==> config.mk <==
export PLATFORM = sky130hd
export DESIGN_NAME = vfifo_ptr_engine
export DESIGN_NICKNAME = d
export VERILOG_FILES = /design/src/rtl/vfifo_pkg.sv /design/src/rtl/vfifo_ptr_ctl.sv /design/src/rtl/vfifo_irq_ctl.sv /design/src/rtl/vfifo_ptr_engine.sv
export SDC_FILE = /design/constraint.sdc
export NUM_CORES = 1
export LEC_CHECK = 0
export ABC_AREA = 1
export BUFFER_PORTS_ARGS = -buffer_cell sky130_fd_sc_hd__buf_4
export CAP_MARGIN = 20
export CORE_MARGIN = 4
export CORE_UTILIZATION = 55
export CTS_BUF_LIST = sky130_fd_sc_hd__clkbuf_8
export DETAILED_ROUTE_END_ITERATION = 12
export PLACE_DENSITY = 0.9
export RECOVER_POWER = 25
export SETUP_SLACK_MARGIN = 0.02
export SLEW_MARGIN = 15
export SYNTH_ARGS = -nofsm -noshare
export SYNTH_HDL_FRONTEND = slang
export SYNTH_SLANG_ARGS = --single-unit
==> constraint.sdc <==
create_clock -name clk -period 8.2 [get_ports clk]
set_clock_uncertainty 0.05 [all_clocks]
set_input_delay 2.46 -clock clk [delete_from_list [all_inputs] [get_ports clk]]
set_output_delay 2.46 -clock clk [all_outputs]
set_load 0.02 [all_outputs]
==> src/rtl/vfifo_pkg.sv <==
package vfifo_pkg;

    typedef enum logic {
        DIR_P2M = 1'b0,
        DIR_M2P = 1'b1
    } vf_dir_e;

    localparam int IRQ_THR_BIT = 0;
    localparam int IRQ_TMO_BIT = 1;

endpackage

==> src/rtl/vfifo_ptr_ctl.sv <==
module vfifo_ptr_ctl
    import vfifo_pkg::*;
#(
    parameter int DEPTH      = 64,
    parameter int AW         = 32,
    parameter int UNIT_BYTES = 4,
    localparam int OW = $clog2(DEPTH),
    localparam int PW = OW + 1
) (
    input  logic          clk,
    input  logic          rst_n,
    input  vf_dir_e       dir,
    input  logic [AW-1:0] base,
    input  logic [AW-1:0] fix_addr,
    input  logic          sw_wr,
    input  logic [PW-1:0] sw_wdata,
    input  logic          per_req,
    input  logic          gnt,
    output logic          req,
    output logic          to_mem,
    output logic [AW-1:0] src,
    output logic [AW-1:0] dst,
    output logic [PW-1:0] hw_ptr,
    output logic [PW-1:0] level,
    output logic          full,
    output logic          empty,
    output logic          entry
);
    localparam int SH = $clog2(UNIT_BYTES);

    typedef struct packed {
        logic [PW-1:0] hw;
        logic [PW-1:0] sw;
    } ptr_st_t;

    ptr_st_t st_d, st_q;

    logic [PW-1:0] wr_ptr, rd_ptr;
    logic [AW-1:0] mem_addr;
    logic          xfer;

    always_comb begin
        // Producer and consumer roles follow the direction bit
        wr_ptr   = (dir == DIR_P2M) ? st_q.hw : st_q.sw;
        rd_ptr   = (dir == DIR_P2M) ? st_q.sw : st_q.hw;
        level    = wr_ptr - rd_ptr;
        empty    = (wr_ptr == rd_ptr);
        full     = (wr_ptr[OW-1:0] == rd_ptr[OW-1:0]) && (wr_ptr[OW] != rd_ptr[OW]);
        req      = per_req && ((dir == DIR_P2M) ? !full : !empty);
        xfer     = req && gnt;
        entry    = (dir == DIR_P2M) ? xfer : sw_wr;
        mem_addr = base + (AW'(st_q.hw[OW-1:0]) << SH);
        to_mem   = (dir == DIR_P2M);
        src      = (dir == DIR_P2M) ? fix_addr : mem_addr;
        dst      = (dir == DIR_P2M) ? mem_addr : fix_addr;
        hw_ptr   = st_q.hw;

        st_d = st_q;
        if (xfer)  st_d.hw = st_q.hw + PW'(1);
        if (sw_wr) st_d.sw = sw_wdata;
    end

    always_ff @(posedge clk) begin
        if (!rst_n) st_q <= '0;
        else        st_q <= st_d;
    end

    // one granted transfer moves the hardware pointer by one
    p_hw_step_r2: assert property (@(posedge clk) disable iff (!rst_n)
        (req && gnt) |=> (st_q.hw == $past(st_q.hw) + PW'(1)));

    // no grant, no movement
    p_hw_hold_r2: assert property (@(posedge clk) disable iff (!rst_n)
        !(req && gnt) |=> $stable(st_q.hw));

    // a full buffer stays full until software frees space
    p_no_overflow_r3: assert property (@(posedge clk) disable iff (!rst_n)
        (dir == DIR_P2M && full && !sw_wr) |=> full);

    // an empty buffer stays empty until software adds data
    p_no_underflow_r4: assert property (@(posedge clk) disable iff (!rst_n)
        (dir == DIR_M2P && empty && !sw_wr) |=> empty);

endmodule

==> src/rtl/vfifo_irq_ctl.sv <==
module vfifo_irq_ctl
    import vfifo_pkg::*;
#(
    parameter int PW = 7,
    parameter int TW = 16
) (
    input  logic          clk,
    input  logic          rst_n,
    input  vf_dir_e       dir,
    input  logic [PW-1:0] level,
    input  logic [PW-1:0] thresh,
    input  logic [TW-1:0] tmo_cfg,
    input  logic          entry,
    input  logic [1:0]    clr,
    output logic          irq_thr,
    output logic          irq_tmo
);
    typedef struct packed {
        logic          thr;
        logic          tmo;
        logic [TW-1:0] cnt;
    } irq_st_t;

    irq_st_t st_d, st_q;

    logic thr_cond;
    logic tmo_hit;
    logic tmo_on;

    always_comb begin
        thr_cond = (dir == DIR_P2M) ? (level >= thresh) : (level < thresh);
        tmo_on   = (tmo_cfg != '0);
        tmo_hit  = !entry && tmo_on && (st_q.cnt < tmo_cfg)
                   && ((st_q.cnt + TW'(1)) == tmo_cfg);

        st_d = st_q;
        if (entry || !tmo_on)       st_d.cnt = '0;
        else if (st_q.cnt < tmo_cfg) st_d.cnt = st_q.cnt + TW'(1);

        // Setting wins over a clear in the same cycle
        st_d.thr = (st_q.thr && !clr[IRQ_THR_BIT]) || thr_cond;
        st_d.tmo = (st_q.tmo && !clr[IRQ_TMO_BIT]) || tmo_hit;

        irq_thr = st_q.thr;
        irq_tmo = st_q.tmo;
    end

    always_ff @(posedge clk) begin
        if (!rst_n) st_q <= '0;
        else        st_q <= st_d;
    end

    // a true threshold condition always lands in the flag
    p_thr_set_r8: assert property (@(posedge clk) disable iff (!rst_n)
        thr_cond |=> irq_thr);

    // the timeout flag only rises while a nonzero limit is programmed
    p_tmo_off_r10: assert property (@(posedge clk) disable iff (!rst_n)
        $rose(irq_tmo) |-> ($past(tmo_cfg) != '0));

    // a clear without a concurrent hit drops the timeout flag
    p_tmo_clear_r9: assert property (@(posedge clk) disable iff (!rst_n)
        (clr[IRQ_TMO_BIT] && !tmo_hit) |=> !irq_tmo);

    // an entry restarts the idle count
    p_cnt_restart_r9: assert property (@(posedge clk) disable iff (!rst_n)
        entry |=> (st_q.cnt == '0));

endmodule

==> src/rtl/vfifo_ptr_engine.sv <==
module vfifo_ptr_engine
    import vfifo_pkg::*;
#(
    parameter int DEPTH      = 64,
    parameter int AW         = 32,
    parameter int UNIT_BYTES = 4,
    parameter int TW         = 16,
    localparam int PW = $clog2(DEPTH) + 1
) (
    input  logic          clk,
    input  logic          rst_n,
    input  logic          cfg_dir,
    input  logic [AW-1:0] cfg_base,
    input  logic [AW-1:0] cfg_fix_addr,
    input  logic [PW-1:0] cfg_thresh,
    input  logic [TW-1:0] cfg_timeout,
    input  logic          sw_ptr_wr,
    input  logic [PW-1:0] sw_ptr_wdata,
    input  logic [1:0]    irq_clr,
    input  logic          per_req,
    input  logic          xfer_gnt,
    output logic          xfer_req,
    output logic          xfer_to_mem,
    output logic [AW-1:0] xfer_src,
    output logic [AW-1:0] xfer_dst,
    output logic [PW-1:0] hw_ptr,
    output logic [PW-1:0] fill_level,
    output logic          fifo_full,
    output logic          fifo_empty,
    output logic          irq_thr,
    output logic          irq_tmo
);
    vf_dir_e dir;
    logic    entry;

    assign dir = vf_dir_e'(cfg_dir);

    vfifo_ptr_ctl #(
        .DEPTH      (DEPTH),
        .AW         (AW),
        .UNIT_BYTES (UNIT_BYTES)
    ) u_ptr (
        .clk      (clk),
        .rst_n    (rst_n),
        .dir      (dir),
        .base     (cfg_base),
        .fix_addr (cfg_fix_addr),
        .sw_wr    (sw_ptr_wr),
        .sw_wdata (sw_ptr_wdata),
        .per_req  (per_req),
        .gnt      (xfer_gnt),
        .req      (xfer_req),
        .to_mem   (xfer_to_mem),
        .src      (xfer_src),
        .dst      (xfer_dst),
        .hw_ptr   (hw_ptr),
        .level    (fill_level),
        .full     (fifo_full),
        .empty    (fifo_empty),
        .entry    (entry)
    );

    vfifo_irq_ctl #(
        .PW (PW),
        .TW (TW)
    ) u_irq (
        .clk     (clk),
        .rst_n   (rst_n),
        .dir     (dir),
        .level   (fill_level),
        .thresh  (cfg_thresh),
        .tmo_cfg (cfg_timeout),
        .entry   (entry),
        .clr     (irq_clr),
        .irq_thr (irq_thr),
        .irq_tmo (irq_tmo)
    );

    // full and empty are exclusive
    p_full_empty_r11: assert property (@(posedge clk) disable iff (!rst_n)
        !(fifo_full && fifo_empty));

endmodule

==> results.rst <==
.. list-table::
   :header-rows: 1

   * - Metric
     - Value
   * - Total Neg Setup Slack
     - 0 ps
   * - R2r setup slk
     - between 4000 and 5000 ps
   * - DRC marker count from the first detailed-route iteration
     - 289
   * - Instance count on the critical path
     - 10
   * - Final cell count without fillers
     - between 1000 and 1500
   * - Period Utilization, post-route
     - 0.8882
   * - Number of sinks driven by the clock tree
     - 32
   * - Summed instance area of the synthesized netlist
     - 4429 sq um
   * - Post-cts sizing count
     - 0
   * - Worst rel slew slack
     - 0.3520
   * - Maximum fanout along the worst path
     - a little under 90
   * - First-pass GRT wire length
     - 25320 um
   * - Flip-flop and latch area
     - between 600 and 700 sq um
   * - Data required time of the worst path
     - 5690 ps
   * - Number of failing setup endpoints in the final timing report
     - 0
   * - Filler cells
     - between 600 and 700
   * - Fraction of layout instances using a drive strength above 1
     - 0.2317
   * - Final net count
     - between 1000 and 1500
   * - Count of state elements after synthesis
     - 32
   * - Outcome
     - completed
   * - TritonCTS Buffers
     - 5
   * - Per-cell via count in the routed design
     - about 5.5
   * - Gate family responsible for the most delay along the worst path
     - buffers and inverters
   * - Max Clock Freq
     - between 100 and 150 MHz
   * - Post-CTS Setup Bufs
     - 0
   * - Maximum number of pins on one net before global-route repair
     - between 80 and 90
   * - Portion of the post-synthesis area used by sequential elements
     - 0.1446
   * - RSZ-0062 raised after global routing
     - false
   * - Worst hold margin
     - approximately 440 ps
   * - Global-route total usage across every layer
     - 0.3176
   * - Die Wd
     - around 98 um
   * - Number of iterations in the first detailed-routing pass
     - 5
   * - Largest buffer count on any clock path
     - 2
   * - Buffers added on ports
     - approximately 190
   * - CTS tree
     - built
   * - Worst Reg2Reg Path Length in Cells
     - 17
   * - Antenna violation net count after detailed routing
     - 0
   * - Power consumption
     - about 0.64 mW
   * - Number of global-route vias before repair
     - a little over 5000
   * - Type of destination of the critical path
     - output port
   * - Lkg Pwr
     - 2.917 nW
   * - Power per cell area
     - between 100 and 150 nW/um^2
   * - CP max stage delay
     - around 560 ps
   * - Standard-cell row count
     - 32
   * - Type of element launching the critical path
     - input pin
   * - Total Wirelength
     - 15740 um
   * - Area used by multi-input combinational logic
     - 3312 sq um
   * - I/O pins
     - about 190
   * - Mean area per synthesized cell
     - between 5 and 6 sq um
   * - Routability cong.
     - ~1.0
   * - Area grow syn2layout
     - 32.34%
   * - Ordered list of cells on the worst path
     - buf_4 > o21ai_0 > ha_1 > nand2_1 > o21ai_0 > nand2_1 > nand2_1 > a21oi_1 > xnor2_1 > buf_4
   * - Count of inserted antenna diode cells
     - 0
   * - Count of cells along the worst hold path
     - 2
   * - Worst r2r dst
     - u_irq.irq_thr
   * - Die height
     - 97.74 um
   * - Final HPWL from detailed placement
     - roughly 13000 um
   * - Total of hold buffers inserted after clock tree synthesis
     - 0
   * - Insertion delay to the later sink of the worst-skew pair
     - 300 ps
   * - Die footprint
     - about 9600 sq um
   * - Global route total overflow
     - 0
   * - Data arrival time of the critical path
     - ~4800 ps
   * - Final slew viol count
     - 0
   * - Clock tree root driver cell
     - sky130_fd_sc_hd__clkbuf_8
   * - Number of distinct library cells after synthesis
     - 38
   * - Routed WL per cell
     - ~15 um
   * - Via count
     - about 5600
   * - Path category of the worst min-delay check
     - flop to flop
   * - Effective utilization at floorplan
     - 0.5702
   * - Crit-path slowest cell
     - sky130_fd_sc_hd__buf_4
   * - Utilization after layout
     - 0.7547
   * - Critical path buffer and inverter count
     - 2
   * - Post-route minimum period
     - around 7300 ps
   * - Startpoint of the lowest-slack hold path
     - u_ptr.st_q[0]
   * - Maximum vdd ir drop
     - about 0.000091 V
   * - Core footprint
     - between 7000 and 8000 sq um
   * - Instance count of the mapped netlist
     - between 700 and 800
   * - Synth warn
     - 0
   * - Number of design rule violations left after detail routing
     - 0
   * - Hold Path Sink
     - u_ptr.st_q[0]
   * - Initial antenna violation count
     - 0
   * - Cell mode on critical path
     - sky130_fd_sc_hd__nand2_1
   * - Classification of the worst setup path
     - input pin to output port
   * - Clock transition at the registers of the reported paths
     - 80 ps
   * - Worst setup path start
     - cfg_dir
   * - Least-Margin Pin Slew
     - 968.5 ps
   * - Number of H-tree levels
     - 2
   * - Worst r2r src
     - u_ptr.hw_ptr[1]
   * - Total instance count after detailed placement
     - 1009
   * - Post-synth net total
     - ~890
   * - Number of endpoints with negative hold slack in the final report
     - 0
   * - # Max-Cap Violations
     - 0
worst max path at each step:
stage and end:
4_1_cts fill_level[6], 2_1_floorplan fill_level[6], 5_1_grt fill_level[5], 6_report fill_level[5], 3_3_place_gp fill_level[6], 3_5_place_dp fill_level[5]
layout by cell type (no fill, tap or decap), types with 3 or more instances in the layout:
cell type                    n
sky130_fd_sc_hd__nor2_1     69
sky130_fd_sc_hd__clkbuf_8    5
sky130_fd_sc_hd__a21oi_1    41
sky130_fd_sc_hd__inv_1      79
sky130_fd_sc_hd__nand2_2     7
sky130_fd_sc_hd__o21ai_1     4
sky130_fd_sc_hd__clkbuf_1   10
sky130_fd_sc_hd__nand3_1    28
sky130_fd_sc_hd__o21ai_0    84
sky130_fd_sc_hd__nor3_1     13
sky130_fd_sc_hd__nor2_4      5
sky130_fd_sc_hd__dfxtp_1    32
sky130_fd_sc_hd__o21a_1      3
sky130_fd_sc_hd__nor4_1      3
sky130_fd_sc_hd__nand4_1    11
sky130_fd_sc_hd__a31oi_1     3
sky130_fd_sc_hd__xnor2_1    16
sky130_fd_sc_hd__nand2_1   228
sky130_fd_sc_hd__xor2_1     32
sky130_fd_sc_hd__nor2_2      7
sky130_fd_sc_hd__buf_4     176
sky130_fd_sc_hd__ha_1       36
worst min-delay path: cells and delay by family, from the launching register on:
family / cells / cell delay (ps)
AO/OA/AOI/OAI: 1 / 70
buffers and inverters: 1 / 80
flip-flops: 1 / 300
power breakdown:
part | leakage (nW) | switching, mW | internal (mW) | total, mW
Clock | 0.0548 | 0.0728 | 0.0916 | 0.164
Combinational | 2.60 | 0.179 | 0.130 | 0.309
Sequential | 0.261 | 0.00559 | 0.161 | 0.166
Total | 2.92 | 0.258 | 0.382 | 0.640
final cells by class:
| class | count | share of cell area |
|---|---|---|
| clock buffer | 5 | 0.01174 |
| timing repair buffer | 186 | 0.2318 |
| tap | 102 | 0.02177 |
| sequential | 32 | 0.1093 |
| multi-input combinational | 607 | 0.5650 |
| clock inverter | 3 | 0.007898 |
| inverter | 82 | 0.05251 |
synthesized netlist by cell type:
| library cell | number | share of area |
|---|---|---|
| sky130_fd_sc_hd__buf_4 | 8 | 0.014 |
| sky130_fd_sc_hd__fa_1 | 2 | 0.0090 |
| sky130_fd_sc_hd__or2_2 | 1 | 0.0014 |
| sky130_fd_sc_hd__o21a_1 | 3 | 0.0051 |
| sky130_fd_sc_hd__o2111ai_1 | 1 | 0.0020 |
| sky130_fd_sc_hd__a21oi_1 | 40 | 0.045 |
| sky130_fd_sc_hd__o21ai_0 | 83 | 0.094 |
| sky130_fd_sc_hd__xnor2_1 | 16 | 0.032 |
| sky130_fd_sc_hd__xor2_1 | 32 | 0.063 |
| sky130_fd_sc_hd__o21ai_2 | 1 | 0.0020 |
| sky130_fd_sc_hd__a21oi_2 | 2 | 0.0040 |
| sky130_fd_sc_hd__xnor3_1 | 2 | 0.010 |
| sky130_fd_sc_hd__o21ai_4 | 1 | 0.0037 |
| sky130_fd_sc_hd__a31oi_1 | 3 | 0.0042 |
| sky130_fd_sc_hd__nand3b_1 | 1 | 0.0017 |
| sky130_fd_sc_hd__clkbuf_1 | 17 | 0.014 |
| sky130_fd_sc_hd__o22ai_1 | 1 | 0.0014 |
| sky130_fd_sc_hd__nor3_2 | 1 | 0.0023 |
| sky130_fd_sc_hd__o21ai_1 | 5 | 0.0056 |
| sky130_fd_sc_hd__nand3_1 | 28 | 0.032 |
| sky130_fd_sc_hd__nor2_1 | 67 | 0.057 |
| sky130_fd_sc_hd__buf_1 | 3 | 0.0025 |
| sky130_fd_sc_hd__a21oi_4 | 1 | 0.0037 |
| sky130_fd_sc_hd__o221ai_1 | 1 | 0.0020 |
| sky130_fd_sc_hd__nand2_4 | 1 | 0.0025 |
| sky130_fd_sc_hd__ha_1 | 36 | 0.10 |
| sky130_fd_sc_hd__nand2_1 | 227 | 0.19 |
| sky130_fd_sc_hd__nor3b_1 | 1 | 0.0017 |
| sky130_fd_sc_hd__clkinv_1 | 2 | 0.0017 |
| sky130_fd_sc_hd__dfxtp_1 | 32 | 0.14 |
| sky130_fd_sc_hd__nand4_1 | 11 | 0.016 |
| sky130_fd_sc_hd__inv_1 | 80 | 0.068 |
| sky130_fd_sc_hd__nor2_2 | 7 | 0.0099 |
| sky130_fd_sc_hd__nor3_1 | 13 | 0.015 |
| sky130_fd_sc_hd__nand2_2 | 7 | 0.0099 |
| sky130_fd_sc_hd__nor2_4 | 7 | 0.018 |
| sky130_fd_sc_hd__nor4_1 | 3 | 0.0042 |
| sky130_fd_sc_hd__nand3_2 | 2 | 0.0045 |
kinds of logic (layout without fill, tap and decap cells):
group           after synthesis  in the layout  synth area share
simple gates                377            377            0.3670
buf+inv                     110            276            0.1000
fa+ha+maj                    38             38            0.1107
compound gates              142            142            0.1726
xor+xnor                     50             50            0.1051
flops                        32             32            0.1446
per-stage QoR:
| step | area, sq um | setup slack (ps) |
|---|---|---|
| floorplan | 4429 | 1093 |
| global placement | 5818 | 1057 |
| detailed placement | 5818 | 970.2 |
| CTS | 5933 | 969.0 |
| global route | 5862 | 692.4 |
| finish | 5862 | 916.8 |
sequential cells by signal (all words and copies together), names as in the netlist:
name	cells
u_ptr.hw_ptr	7
u_irq.st_q	16
u_irq.irq_thr	1
u_ptr.st_q	7
u_irq.irq_tmo	1
layer usage:
layer	routed length [um]	share of wire	vias to the layer above	global-route usage
met5	0	0	-	0
met4	514	0.033	0	0.1076
met3	1298	0.082	45	0.06000
met2	7785	0.49	271	0.5799
met1	6145	0.39	2528	0.3709
li1	-	-	2758	-
(Power assumes the default switching activity.)
